## src/rtl/pfc_ctrl_pkg.sv

```systemverilog
package pfc_ctrl_pkg;
  typedef enum logic [1:0] {
    BM_OFF     = 2'd0,
    BM_PREHEAT = 2'd1,
    BM_IGNITE  = 2'd2,
    BM_RUN     = 2'd3
  } ballast_mode_e;

  typedef enum logic [1:0] {
    GAIN_RUN  = 2'd0,
    GAIN_LOW  = 2'd1,
    GAIN_HIGH = 2'd2
  } gain_e;
endpackage

```

## src/rtl/pfc_zx_edge.sv

```systemverilog
module pfc_zx_edge #(
  parameter int STAGES = 2
) (
  input  logic clk,
  input  logic rst_n,
  input  logic zx_raw,
  output logic zx_rise,
  output logic zx_fall
);
  localparam int LAST = STAGES;

  logic [LAST:0] shreg;

  always_ff @(posedge clk or negedge rst_n) begin
    if (!rst_n) shreg <= '0;
    else        shreg <= {shreg[LAST-1:0], zx_raw};
  end

  assign zx_rise = shreg[LAST-1] & ~shreg[LAST];
  assign zx_fall = ~shreg[LAST-1] & shreg[LAST];

  // a detected rise reflects the raw input STAGES edges back
  p_rise_origin_r2: assert property (@(posedge clk) disable iff (!rst_n)
    zx_rise |-> $past(zx_raw, STAGES))
    else $error("p_rise_origin_r2");
  p_fall_origin_r2: assert property (@(posedge clk) disable iff (!rst_n)
    zx_fall |-> !$past(zx_raw, STAGES))
    else $error("p_fall_origin_r2");
endmodule

```

## src/rtl/pfc_ontime.sv

```systemverilog
module pfc_ontime #(
  parameter int TON_W   = 8,
  parameter int TON_MAX = 40,
  parameter int MOD_EXT = 4
) (
  input  logic             clk,
  input  logic             rst_n,
  input  logic             start,
  input  logic             abort,
  input  logic [TON_W-1:0] ton_word,
  input  logic             nzc,
  output logic             gate_o
);
  localparam int LEN_MAX = TON_MAX + MOD_EXT;
  localparam int CNT_W   = $clog2(LEN_MAX + 1);

  logic [CNT_W-1:0] sat_len, ext_len, full_len, cnt_q;
  logic             gate_q;

  always_comb begin
    if (int'(ton_word) > TON_MAX) sat_len = CNT_W'(TON_MAX);
    else                          sat_len = CNT_W'(ton_word);
  end

  generate
    if (MOD_EXT > 0) begin : g_ext
      assign ext_len = nzc ? CNT_W'(MOD_EXT) : '0;
    end else begin : g_noext
      assign ext_len = '0;
    end
  endgenerate

  always_comb begin
    full_len = sat_len + ext_len;
    if (full_len == '0) full_len = CNT_W'(1);
  end

  always_ff @(posedge clk or negedge rst_n) begin
    if (!rst_n) begin
      gate_q <= 1'b0;
      cnt_q  <= '0;
    end else if (abort) begin
      gate_q <= 1'b0;
      cnt_q  <= '0;
    end else if (start) begin
      gate_q <= 1'b1;
      cnt_q  <= full_len - CNT_W'(1);
    end else if (gate_q) begin
      if (cnt_q == '0) gate_q <= 1'b0;
      else             cnt_q  <= cnt_q - CNT_W'(1);
    end
  end

  assign gate_o = gate_q;

  // checker counter: length of the current high run
  logic [CNT_W:0] hi_run;
  always_ff @(posedge clk or negedge rst_n) begin
    if (!rst_n)      hi_run <= '0;
    else if (!gate_q) hi_run <= '0;
    else             hi_run <= hi_run + 1'b1;
  end

  // no pulse outlasts the capped length plus extension
  p_pulse_cap_r3: assert property (@(posedge clk) disable iff (!rst_n)
    gate_q |-> (int'(hi_run) < LEN_MAX))
    else $error("p_pulse_cap_r3");
  // a granted start raises the gate
  p_start_raises_r3: assert property (@(posedge clk) disable iff (!rst_n)
    (start && !abort) |=> gate_q)
    else $error("p_start_raises_r3");
endmodule

```

## src/rtl/pfc_gain_sched.sv

```systemverilog
module pfc_gain_sched
  import pfc_ctrl_pkg::*;
(
  input  logic       clk,
  input  logic       rst_n,
  input  logic [1:0] mode_i,
  input  logic       fault_i,
  input  logic       bus_min_i,
  input  logic       bus_ref_i,
  output logic [1:0] gain_o,
  output logic       uv_o
);
  gain_e gain_d, gain_q;
  logic  uv_q;

  always_comb begin
    gain_d = GAIN_HIGH;
    if (mode_i == BM_RUN)                        gain_d = GAIN_RUN;
    else if (mode_i == BM_PREHEAT || mode_i == BM_IGNITE) begin
      if (bus_ref_i)      gain_d = GAIN_HIGH;
      else if (bus_min_i) gain_d = GAIN_LOW;
      else                gain_d = GAIN_HIGH;
    end
  end

  always_ff @(posedge clk or negedge rst_n) begin
    if (!rst_n) begin
      gain_q <= GAIN_HIGH;
      uv_q   <= 1'b0;
    end else begin
      gain_q <= gain_d;
      uv_q   <= (mode_i == BM_RUN) && !bus_min_i && !fault_i;
    end
  end

  assign gain_o = gain_q;
  assign uv_o   = uv_q;

  p_gain_run_r9: assert property (@(posedge clk) disable iff (!rst_n)
    (mode_i == BM_RUN) |=> (gain_o == GAIN_RUN))
    else $error("p_gain_run_r9");
  p_gain_mid_r9: assert property (@(posedge clk) disable iff (!rst_n)
    ((mode_i == BM_PREHEAT || mode_i == BM_IGNITE) && bus_min_i && !bus_ref_i)
      |=> (gain_o == GAIN_LOW))
    else $error("p_gain_mid_r9");
  p_uv_run_only_r10: assert property (@(posedge clk) disable iff (!rst_n)
    uv_o |-> ($past(mode_i) == BM_RUN && !$past(fault_i)))
    else $error("p_uv_run_only_r10");
endmodule

```

## src/rtl/pfc_gate_ctrl.sv

```systemverilog
module pfc_gate_ctrl
  import pfc_ctrl_pkg::*;
#(
  parameter int TON_W     = 8,
  parameter int TON_MAX   = 40,
  parameter int MOD_EXT   = 4,
  parameter int WD_CYCLES = 20000,
  parameter int SYNC_STG  = 2
) (
  input  logic             clk,
  input  logic             rst_n,
  input  logic [1:0]       mode,
  input  logic             fault,
  input  logic             zx_in,
  input  logic             bus_above_min,
  input  logic             bus_above_ref,
  input  logic             bus_above_ovp,
  input  logic [TON_W-1:0] ton_word,
  input  logic             nzc_flag,
  output logic             pfc_gate,
  output logic [1:0]       gain_sel,
  output logic             uv_req
);
  localparam int WD_W = $clog2(WD_CYCLES);
  localparam logic [WD_W-1:0] WD_LAST = WD_W'(WD_CYCLES - 1);

  logic            zx_rise, zx_fall;
  logic            locked, abort, start, ovp_release, natural_go;
  logic            armed_q, ovp_hold_q;
  logic [WD_W-1:0] wd_cnt;

  pfc_zx_edge #(.STAGES(SYNC_STG)) u_zx (
    .clk     (clk),
    .rst_n   (rst_n),
    .zx_raw  (zx_in),
    .zx_rise (zx_rise),
    .zx_fall (zx_fall)
  );

  assign locked      = (mode == BM_OFF) || fault;
  assign abort       = locked || bus_above_ovp;
  assign ovp_release = ovp_hold_q && !bus_above_ref;
  assign natural_go  = !ovp_hold_q && !pfc_gate &&
                       ((zx_fall && armed_q) || (wd_cnt == WD_LAST));
  assign start       = !abort && (ovp_release || natural_go);

  always_ff @(posedge clk or negedge rst_n) begin
    if (!rst_n) begin
      armed_q    <= 1'b0;
      ovp_hold_q <= 1'b0;
      wd_cnt     <= '0;
    end else if (locked) begin
      armed_q    <= 1'b0;
      ovp_hold_q <= 1'b0;
      wd_cnt     <= '0;
    end else if (bus_above_ovp) begin
      armed_q    <= 1'b0;
      ovp_hold_q <= 1'b1;
      wd_cnt     <= '0;
    end else if (ovp_hold_q) begin
      armed_q <= 1'b0;
      wd_cnt  <= '0;
      if (!bus_above_ref) ovp_hold_q <= 1'b0;
    end else if (pfc_gate) begin
      wd_cnt <= '0;
    end else if (start) begin
      armed_q <= 1'b0;
      wd_cnt  <= '0;
    end else begin
      if (zx_rise) armed_q <= 1'b1;
      wd_cnt <= wd_cnt + WD_W'(1);
    end
  end

  pfc_ontime #(.TON_W(TON_W), .TON_MAX(TON_MAX), .MOD_EXT(MOD_EXT)) u_ton (
    .clk      (clk),
    .rst_n    (rst_n),
    .start    (start),
    .abort    (abort),
    .ton_word (ton_word),
    .nzc      (nzc_flag),
    .gate_o   (pfc_gate)
  );

  pfc_gain_sched u_gain (
    .clk       (clk),
    .rst_n     (rst_n),
    .mode_i    (mode),
    .fault_i   (fault),
    .bus_min_i (bus_above_min),
    .bus_ref_i (bus_above_ref),
    .gain_o    (gain_sel),
    .uv_o      (uv_req)
  );

  p_locked_low_r11: assert property (@(posedge clk) disable iff (!rst_n)
    locked |=> !pfc_gate)
    else $error("p_locked_low_r11");
  p_rise_enabled_r11: assert property (@(posedge clk) disable iff (!rst_n)
    $rose(pfc_gate) |-> ($past(mode) != BM_OFF && !$past(fault)))
    else $error("p_rise_enabled_r11");
  p_ovp_blank_r8: assert property (@(posedge clk) disable iff (!rst_n)
    bus_above_ovp |=> !pfc_gate)
    else $error("p_ovp_blank_r8");
  p_wd_forces_r7: assert property (@(posedge clk) disable iff (!rst_n)
    (!abort && !ovp_hold_q && !pfc_gate && wd_cnt == WD_LAST) |=> pfc_gate)
    else $error("p_wd_forces_r7");
  p_on_ignores_zx_r5: assert property (@(posedge clk) disable iff (!rst_n)
    (pfc_gate && !abort && !ovp_hold_q) |=> !armed_q)
    else $error("p_on_ignores_zx_r5");
endmodule

```

## config.mk

```make
export PLATFORM = sky130hd
export DESIGN_NAME = pfc_gate_ctrl
export DESIGN_NICKNAME = d
export VERILOG_FILES = /design/src/rtl/pfc_ctrl_pkg.sv /design/src/rtl/pfc_zx_edge.sv /design/src/rtl/pfc_ontime.sv /design/src/rtl/pfc_gain_sched.sv /design/src/rtl/pfc_gate_ctrl.sv
export SDC_FILE = /design/constraint.sdc
export NUM_CORES = 1
export LEC_CHECK = 0
export BUFFER_PORTS_ARGS = -buffer_cell sky130_fd_sc_hd__buf_4
export CAP_MARGIN = 20
export CORE_MARGIN = 8
export CORE_UTILIZATION = 50
export DETAILED_ROUTE_END_ITERATION = 16
export PLACE_DENSITY = 0.76
export SETUP_SLACK_MARGIN = 0.5
export SYNTH_ARGS = -nofsm -noshare
export SYNTH_HDL_FRONTEND = slang
export SYNTH_SLANG_ARGS = --single-unit
```

## constraint.sdc

```tcl
create_clock -name clk -period 2.58 [get_ports clk]
set_clock_uncertainty 0.05 [all_clocks]
set_input_delay 0 -clock clk [delete_from_list [all_inputs] [get_ports clk]]
set_output_delay 0 -clock clk [all_outputs]
set_load 0.01 [all_outputs]
```

==> results of run 1 <==
==> worst reg2reg max path, delay by kind of cell (launching register included) <==
family,cells,cell delay [ps]
XOR/XNOR,1,140
buffers and inverters,1,50
AO/OA/AOI/OAI,3,390
AND/OR/NAND/NOR,5,1090
flip-flops,1,410
adder cells (fa/ha/maj),1,230
==> cells by family after synthesis <==
group / after synthesis
AO/OA/AOI/OAI: 27
XOR/XNOR: 20
adder cells (fa/ha/maj): 7
buffers and inverters: 12
flip-flops: 30
multiplexers: 2
AND/OR/NAND/NOR: 76
==> per-layer routing <==
layer  global-route usage  vias to the layer above  wire [um]  part of all wire
li1                     -                      748          -                 -
met1               0.1910                      804       1855              0.39
met2               0.3185                       73       2504              0.53
met3              0.05459                       10        322             0.068
met4              0.09130                        0         87             0.018
met5                    0                        -          0                 0
==> cells in the mapped netlist, drive strengths merged <==
cell type / instances
xor2: 9
nor2: 24
o41ai: 1
nand3b: 1
o21ai: 5
o21a: 1
a211oi: 2
xnor2: 11
and4: 3
a21oi: 9
a2111oi: 1
clkbuf: 2
buf: 2
nand3: 6
nor2b: 1
nor4: 3
inv: 8
or4: 3
nor4bb: 2
nor4b: 1
mux2i: 2
nor3: 8
nand2b: 1
a221oi: 1
dfrtp: 29
or3: 4
nand2: 8
and2: 1
nand4: 5
and3: 4
a21bo: 1
o31ai: 2
dfstp: 1
nor3b: 1
ha: 7
a31oi: 4
==> report_power, final <==
group / leakage (nW) / switching [mW] / total, mW / internal, mW
Sequential: 0.406 / 0.00993 / 0.491 / 0.481
Clock: 0.0395 / 0.161 / 0.367 / 0.206
Combinational: 0.600 / 0.0867 / 0.169 / 0.0822
Total: 1.04 / 0.258 / 1.03 / 0.769
==> metrics by stage <==
step	setup WS (ps)	setup TNS [ps]
after global placement	-5.230	-5.230
after detailed placement	-170.2	-268.6
after CTS	165.2	0
after global routing	0.4812	0
final	115.0	0
after floorplan	119.3	0
==> state kept, by name, indices dropped and copies added, names as in the netlist <==
name and count:
armed_q 1, ovp_hold_q 1, u_gain.gain_o 2, u_gain.uv_o 1
u_ton.cnt_q 6, u_ton.gate_o 1, u_zx.shreg 3, wd_cnt 15
==> repair_timing <==
action                                  in CTS  in global routing
hold buffers                                10                  0
resized for setup                            9                  7
gates cloned                                 0                  1
hold endpoints to repair                    35                  0
buffers inserted                             9                  2
endpoints found under the setup margin       3                  4
pin swaps                                   12                  7
==> path summary, 6_finish.rpt <==
kind | startpoint | end | slack, ps | depth (start not counted)
setup / recovery | wd_cnt[7] | u_ton.cnt_q[4] | 110 | 11
hold / removal | rst_n | wd_cnt[9] | 80 | 2
setup reg to reg | wd_cnt[7] | u_ton.cnt_q[4] | 110 | 11
hold reg to reg | u_zx.shreg[0] | u_zx.shreg[1] | 300 | 0
max in group asynchronous | rst_n | u_gain.gain_o[1] | 2070 | 2
min in group clk | bus_above_ovp | u_ton.cnt_q[5] | 90 | 5
==> cell type report <==
cell class | count | area share
sequential | 30 | 0.3122
clock inverter | 1 | 0.01247
tap | 46 | 0.02390
timing repair buffer | 57 | 0.1881
inverter | 8 | 0.01247
clock buffer | 7 | 0.01870
multi-input combinational | 133 | 0.4322
==> out/metrics.cfg, run 1 <==
[detailed_routing]
dr.pass1.iters=4
vias=1635
drc_errors=0
via_per_inst=5.798
wirelength_um=4769
drtIter0Drc=95
final_antenna_net_count=0
wl_per_cell_um=16.91

[cells_and_area]
final_cells=282
utilization=0.7275
drive_gt1_frac=0.3686
fin_area_um2=2409
n_antenna_cell=0
final_cell_mix=buf_4, dfrtp_1, nor2_1
mostFrequentLayoutCell=buf_4
multiInputGateArea_um2=1041
areaGrowthSynthToFinish_pct=39.90
seqCellArea_um2=752.0
fillCellCount=232
layout.nets=260

[worst_hold_path]
hp-class=in2async

[clock_tree]
clkLatencyLatePin_ps=330
ctsRootBufferMaster=clkbuf_4
cts_htree_levels=2
cts_buffers=5
clock-sinks=30
clockBufferDepth=2
cts_tree=built
clkTransAtPathRegs_ps=100

[sta]
setup_viol=0
drv_slew=0
rsz0062_at_grt=true
worst_hold_slack_ps=84.23
fin_crit_ps=2465
hold_viol=0
fmax_mhz=405.7
worstMarginPinSlew_ps=658.6
fin_crit_sh=0.9554
relSlewSlack=0.5561

[yosys]
synthMuxAreaShare=0.01163
netlist_area_um2=1722
seq_area_frac_synth=0.4368
synth.avg_cell_area_um2=9.895
synth_compound_area_frac=0.1025
synthAdderAreaFrac=0.05087
netlist_instances=174
synth_top_family_by_area=simple AND/OR/NAND/NOR gates
synth.distinct_cells=41
synth_top_area_frac=0.4215
synth-xor-area-share=0.1017
ys_warn_count=0
synthTopCellsByArea=dfrtp_1, xnor2_1, ha_1
synth_top_cell_by_area=dfrtp_1
yosys.area_share.simple=0.2558
ys_ff_latch=30
synth_nets=199

[placed_design]
dp.cells=252
place_congestion=0.8805
place_area_um2=2056
port_buffers=21
place_hpwl_um=2820

[pwr]
power_leakage_nw=1.045
finalPower_mw=1.026
ir_drop_mv=0.3826
power.density_nw_per_um2=426.1

[run_status]
status=finished clean

[global_route]
grt_pass1_vias=1702
grt_pass1_wl_um=7755
grt_max_degree=31
grt-ovfl-total=0
grtUsageTotal=0.1811
antenna_found_initial=0

[floorplan]
dieWidth_um=74.68
die_h_um=74.68
floorplan.initialDensity=0.5200
pin_count=22
dieArea_um2=5577
rows=21
coreArea_um2=3311

[setup_path]
cp_slowest_cell=dfrtp_1
path_cells=nor4bb_2, nand4_1, nand2_2, nand3_4, a21oi_1, ha_2, inv_2, or3_4, xnor2_2, o21ai_1, a21oi_1
worstPathArrival_ps=2630
critPathLaunchType=flop
crit_buf_inv=1
end_kind=flop
worst_path_largest_cell_delay_ps=410
critPathMostFrequentCell=a21oi_1
critPathKind=reg2reg
crit_family=simple AND/OR/NAND/NOR gates
cp_data_required_time_ps=2750
critPathMaxFanout=3

[job]
maxCapViolCount=0

Power figures use the tool's default switching activity.
==> run 2, diff against run 1 <==
Settings changed: CORE_UTILIZATION 50 to 51, PLACE_DENSITY 0.76 to 0.77.
==> out/metrics.cfg, run 2 (same netlist as run 1, synthesis figures left out) <==
[floorplan]
coreArea_um2=3284  ; was 3311 um^2
rows=21  ; unchanged
pin_count=22  ; unchanged
floorplan.initialDensity=0.5242  ; was 0.5200
dieWidth_um=74.10  ; was 74.68 um
die_h_um=74.10  ; was 74.68 um
dieArea_um2=5491  ; was 5577 um^2

[clock_tree]
cts_htree_levels=2  ; unchanged
cts_tree=built  ; unchanged
clkTransAtPathRegs_ps=100  ; about the same
ctsRootBufferMaster=clkbuf_4  ; unchanged
clkLatencyLatePin_ps=340  ; was 330 ps
clockBufferDepth=2  ; unchanged
cts_buffers=5  ; unchanged
clock-sinks=30  ; unchanged

[job]
maxCapViolCount=0  ; unchanged

[cells_and_area]
mostFrequentLayoutCell=buf_4  ; unchanged
largest-register=wd_cnt  ; unchanged
final_cells=286  ; was 282
final_cell_mix=buf_4, dfrtp_1  ; was buf_4, dfrtp_1, nor2_1
n_antenna_cell=0  ; unchanged
reg_top3=wd_cnt (15), u_ton.cnt_q (6), u_zx.shreg (3)  ; unchanged
drive_gt1_frac=0.4000  ; was 0.3686
layout.nets=264  ; was 260
fin_area_um2=2434  ; was 2409 um^2
largest_reg_flops=15  ; unchanged
areaGrowthSynthToFinish_pct=41.35  ; was 39.90%

[global_route]
antenna_found_initial=0  ; unchanged
grt_pass1_vias=1621  ; was 1,702
grt_pass1_wl_um=7127  ; was 7755 um
grt_max_degree=31  ; unchanged
grt-ovfl-total=0  ; unchanged
grtUsageTotal=0.1667  ; was 0.1811

[pwr]
p_seq_frac=0.525  ; was 0.478
p_int_uw=671.9  ; was 768.6 uW
pwr-share-comb=0.188  ; was 0.165
switchingPower_uw=262.5  ; was 257.6 uW
power_frac_clock=0.288  ; was 0.357
switching_share=0.2809  ; was 0.2511
power_leakage_nw=1.072  ; was 1.045 nW
ir_drop_mv=0.3345  ; was 0.3826 mV
finalPower_uw=934.4  ; was 1.026 mW
power.density_nw_per_um2=384.0  ; was 426.1 nW/um^2

[setup_path]
critPathLaunchType=flop  ; unchanged
rr_worst_depth=11  ; unchanged
critPathMaxFanout=5  ; was 3
cp_slowest_cell=dfrtp_1  ; unchanged
end_kind=flop  ; unchanged
critPathKind=reg2reg  ; unchanged
path_cells=nor4_1, nand4_1, nand2_2, nand3_4, mux2i_1, ha_2, inv_2, or3_4, xnor2_2, o21ai_1, a21oi_1  ; was nor4bb_2, nand4_1, nand2_2, nand3_4, a21oi_1, ha_2, inv_2, or3_4, xnor2_2, o21ai_1, a21oi_1
worstPathArrival_ps=2870  ; was 2630 ps
cp_data_required_time_ps=2750  ; about the same
worst_path_largest_cell_delay_ps=450  ; was 410 ps

[run_status]
failed_checks=negative setup slack
status=finished, violations left  ; was finished clean

[detailed_routing]
drtIter0Drc=120  ; was 95
wirelength_um=4645  ; was 4769 um
final_antenna_net_count=0  ; unchanged
via_per_inst=5.531  ; was 5.798
met3_wirelength_um=187  ; was 322 um
dr.pass1.iters=5  ; was 4
vias=1582  ; was 1,635
drc_errors=0  ; unchanged
wl_met1_um=1958  ; was 1855 um
top_layer=met4  ; unchanged
met2_length_um=2419  ; was 2504 um
wl_per_cell_um=16.24  ; was 16.91 um

[placed_design]
dp.cells=253  ; was 252
port_buffers=21  ; unchanged
place_area_um2=2063  ; was 2056 um^2
place_hpwl_um=2799  ; was 2820 um
place_ws_ps=-218.8  ; was -170.2 ps
place_congestion=0.9119  ; was 0.8805

[sta]
fin_crit_ps=2696  ; was 2465 ps
fmax_mhz=371.0  ; was 405.7 MHz
worstMarginPinSlew_ps=553.4  ; was 658.6 ps
drv_slew=0  ; unchanged
rsz0062_at_grt=true  ; unchanged
fin_crit_sh=1.045  ; was 0.9554
fin_ws_ps=-115.5  ; was 115.0 ps
setup_tns_ps=-222.8  ; was 0 ps
hold_viol=0  ; unchanged
setup_viol=2  ; was 0
relSlewSlack=0.6270  ; was 0.5561

[worst_hold_path]
hp-class=in2reg  ; was in2async
min_path_cells=5

-- run 2: timing repair --
item                                   4_1_cts  5_1_grt
gates resized for setup                      9       14
endpoints found under the hold margin       35        0
setup buffers                                9        5
hold buffers                                10        0
pin swaps                                    8       15
setup endpoints to repair                    3       18
cloned                                       0        1
-- run 2: power groups by stage --
stage | Sequential [mW] | Combinational [mW] | Clock, mW
after floorplan | 0.498 | 0.0683 | 0
after global placement | 0.497 | 0.129 | 0
after detailed placement | 0.498 | 0.134 | 0
after CTS | 0.489 | 0.156 | 0.274
after global routing | 0.491 | 0.189 | 0.296
final | 0.490 | 0.175 | 0.269
-- run 2: final timing paths --
| check | startpoint | endpoint | slack (ps) |
|---|---|---|---|
| setup / recovery | wd_cnt[6] | u_ton.cnt_q[4] | -120 |
| hold / removal | bus_above_ovp | u_ton.cnt_q[5] | 60 |
| setup reg to reg | wd_cnt[6] | u_ton.cnt_q[4] | -120 |
| hold reg to reg | u_zx.shreg[0] | u_zx.shreg[1] | 320 |
| max in group asynchronous | rst_n | u_gain.gain_o[1] | 2090 |
| min in group asynchronous | rst_n | wd_cnt[6] | 70 |
-- run 2: critical path, delay by kind of cell (launching register included) --
| kind | cells | cell delay (ps) |
|---|---|---|
| AOI/OAI and AO/OA | 2 | 190 |
| xor gates and xnor gates | 1 | 130 |
| adders and majority gates | 1 | 210 |
| buffers and inverters | 1 | 40 |
| DFF | 1 | 450 |
| muxes | 1 | 210 |
| and+or+nand+nor | 5 | 1280 |
-- run 2: area by class of cell --
type                       count  area [um^2]
clock inverter                 2        10.01
sequential                    30        752.0
timing repair buffer          61        483.0
clock buffer                   6        41.29
inverter                       8        30.03
tap                           46        57.56
fill                         218        850.8
multi-input combinational    133         1060
-- run 2: per-layer routing --
metal / up-vias / track usage
li1: 754 / -
met1: 780 / 0.1942
met2: 40 / 0.2783
met3: 8 / 0.04178
met4: 0 / 0.07982
met5: - / 0
-- run 2: stage by stage --
stage | utilization | hold WS, ps
6_report | 0.7410 | 56.32
5_1_grt | 0.7410 | 76.20
4_1_cts | 0.7090 | 51.36
3_5_place_dp | 0.6282 | -107.2
3_3_place_gp | 0.6282 | -111.6
2_1_floorplan | - | -345.6
==> run 3, diff against run 2 <==
Settings changed: CORE_MARGIN 8 to 2, CORE_UTILIZATION 51 to 57, PLACE_DENSITY 0.77 to 0.82.
Clock period 2.58 ns to 2.65 ns, I/O delays scaled along.
==> out/metrics.cfg, run 3 (same netlist as run 1, synthesis figures left out) <==
[floorplan]
coreArea_um2=2805  ; was 3284 um^2
pin_count=22  ; unchanged
floorplan.initialDensity=0.6137  ; was 0.5242
rows=19  ; was 21
dieWidth_um=58.96  ; was 74.10 um
dieArea_um2=3476  ; was 5491 um^2
die_h_um=58.96  ; was 74.10 um

[global_route]
grt_pass1_wl_um=6789  ; was 7127 um
grt_max_degree=31  ; unchanged
grt_pass1_vias=1540  ; was 1,621
antenna_found_initial=0  ; unchanged
grtUsageTotal=0.2669  ; was 0.1667
grt-ovfl-total=0  ; unchanged

[cells_and_area]
largest_reg_flops=15  ; unchanged
largest-register=wd_cnt  ; unchanged
layout.nets=248  ; was 264
utilization=0.8029  ; was 0.7410
areaGrowthSynthToFinish_pct=30.81  ; was 41.35%
drive_gt1_frac=0.3170  ; was 0.4000
fillCellCount=181  ; was 218
reg_top3=wd_cnt (15), u_ton.cnt_q (6), u_zx.shreg (3)  ; unchanged
seqCellArea_um2=752.0  ; unchanged
mostFrequentLayoutCell=buf_4  ; unchanged
final_cell_mix=buf_4, dfrtp_1, nor2_1  ; was buf_4, dfrtp_1
multiInputGateArea_um2=993.5  ; was 1060 um^2

[sta]
relSlewSlack=0.5966  ; was 0.6270
worst_hold_slack_ps=70.33  ; was 56.32 ps
hold_viol=0  ; unchanged
fin_crit_ps=2525  ; was 2696 ps
worstMarginPinSlew_ps=598.6  ; was 553.4 ps
drv_slew=0  ; unchanged
fin_crit_sh=0.9527  ; was 1.045
setup_viol=0  ; was 2
fmax_mhz=396.1  ; was 371.0 MHz
rsz0062_at_grt=true  ; unchanged

[clock_tree]
ctsRootBufferMaster=clkbuf_4  ; unchanged
clockBufferDepth=2  ; unchanged
clkTransAtPathRegs_ps=110  ; was 100 ps
clock-sinks=30  ; unchanged
clkLatencyLatePin_ps=330  ; was 340 ps
cts_buffers=5  ; unchanged
cts_htree_levels=2  ; unchanged
cts_tree=built  ; unchanged

[pwr]
finalPower_uw=917.3  ; was 934.4 uW
p_int_uw=669.0  ; was 671.9 uW
pwr-share-comb=0.164  ; was 0.188
switchingPower_uw=248.3  ; was 262.5 uW
power_leakage_nw=0.9800  ; was 1.072 nW
switching_share=0.2707  ; was 0.2809
power_frac_clock=0.316  ; was 0.288
power.density_nw_per_um2=407.3  ; was 384.0 nW/um^2
ir_drop_mv=0.3295  ; was 0.3345 mV
p_seq_frac=0.520  ; was 0.525

[run_status]
status=finished clean  ; was finished, violations left

[setup_path]
critPathLaunchType=flop  ; unchanged
end_kind=flop  ; unchanged
worstPathArrival_ps=2700  ; was 2870 ps
cp_data_required_time_ps=2830  ; was 2750 ps
critPathMaxFanout=3  ; was 5
critPathKind=reg2reg  ; unchanged

[placed_design]
place_hpwl_um=2680  ; was 2799 um
place_congestion=0.9974  ; was 0.9119
port_buffers=21  ; unchanged

[worst_hold_path]
hp-class=in2async  ; was in2reg

[detailed_routing]
drtIter0Drc=99  ; was 120
via_per_inst=5.988  ; was 5.531
wl_per_cell_um=16.39  ; was 16.24 um
dr.pass1.iters=4  ; was 5
wirelength_um=4197  ; was 4645 um
final_antenna_net_count=0  ; unchanged
drc_errors=0  ; unchanged
vias=1533  ; was 1,582

[job]
maxCapViolCount=0  ; unchanged

-- run 3: cell count changes in the layout (fill, tap and decap cells not counted), sizes merged --
| cell | change |
|---|---|
| or4 | -1 |
| buf | -17 |
| diode | +1 |
| clkbuf | +1 |
| dlygate4sd3 | +2 |
| clkinv | -1 |
-- run 3: timing repair --
item / 4_1_cts / 5_1_grt
endpoints found under the hold margin: 38 / 0
hold buffers: 12 / 0
setup endpoints to repair: 3 / 3
setup buffers: 3 / 0
pin swaps: 9 / 0
gates resized for setup: 10 / 0
-- run 3: per-stage QoR --
stage          area, um^2  TNS [ps]  setup slack, ps  std cells
6_report             2252         0            125.4        256
5_1_grt              2250         0           0.9786        255
4_1_cts              2250         0            161.1        255
3_5_place_dp         1999    -354.1           -232.2        232
3_3_place_gp         1999         0            7.842        232
2_1_floorplan        1772         0            189.3        174
-- run 3: routing by layer --
layer	share of wire	global-route usage
met5	0	0
met4	0.033	0.1071
met1	0.40	0.3052
met3	0.062	0.08571
met2	0.51	0.4603
-- run 3: worst max-delay path: stages (launching register included) --
cell and delay [ps]:
dfrtp_1 390, ha_2 190, and4_4 220, nand4_1 160, nand2_1 140, nand3_2 130, mux2i_1 190, ha_2 210
inv_2 50, or3_4 340, xnor2_2 150, o21ai_1 150, a21oi_1 50
-- run 3: path summary, 6_finish.rpt --
path,startpoint,to,slack (ps),depth (start not counted)
max,wd_cnt[1],u_ton.cnt_q[4],130,12
min,rst_n,u_ton.cnt_q[1],70,2
max reg2reg,wd_cnt[1],u_ton.cnt_q[4],130,12
min reg2reg,u_zx.shreg[0],u_zx.shreg[1],310,0
max in group asynchronous,rst_n,u_gain.gain_o[1],2170,2
min in group clk,mode[1],u_gain.gain_o[1],120,6
-- run 3: power by group through the flow --
stage / combinational [mW] / clock [mW] / sequential, mW
after detailed placement: 0.125 / 0 / 0.485
final: 0.150 / 0.290 / 0.477
after global routing: 0.162 / 0.319 / 0.478
after floorplan: 0.0665 / 0 / 0.485
after CTS: 0.145 / 0.292 / 0.476
after global placement: 0.119 / 0 / 0.484
-- run 3: cell type report --
| cell class | count | share of cell area |
|---|---|---|
| Clock inverter | 1 | 0.002222 |
| Timing Repair Buffer | 46 | 0.1667 |
| Inverter | 8 | 0.01333 |
| Clock buffer | 7 | 0.02444 |
| Multi-Input combinational cell | 132 | 0.4411 |
| Antenna cell | 1 | 0.001111 |
| Tap cell | 31 | 0.01722 |
| Sequential cell | 30 | 0.3339 |
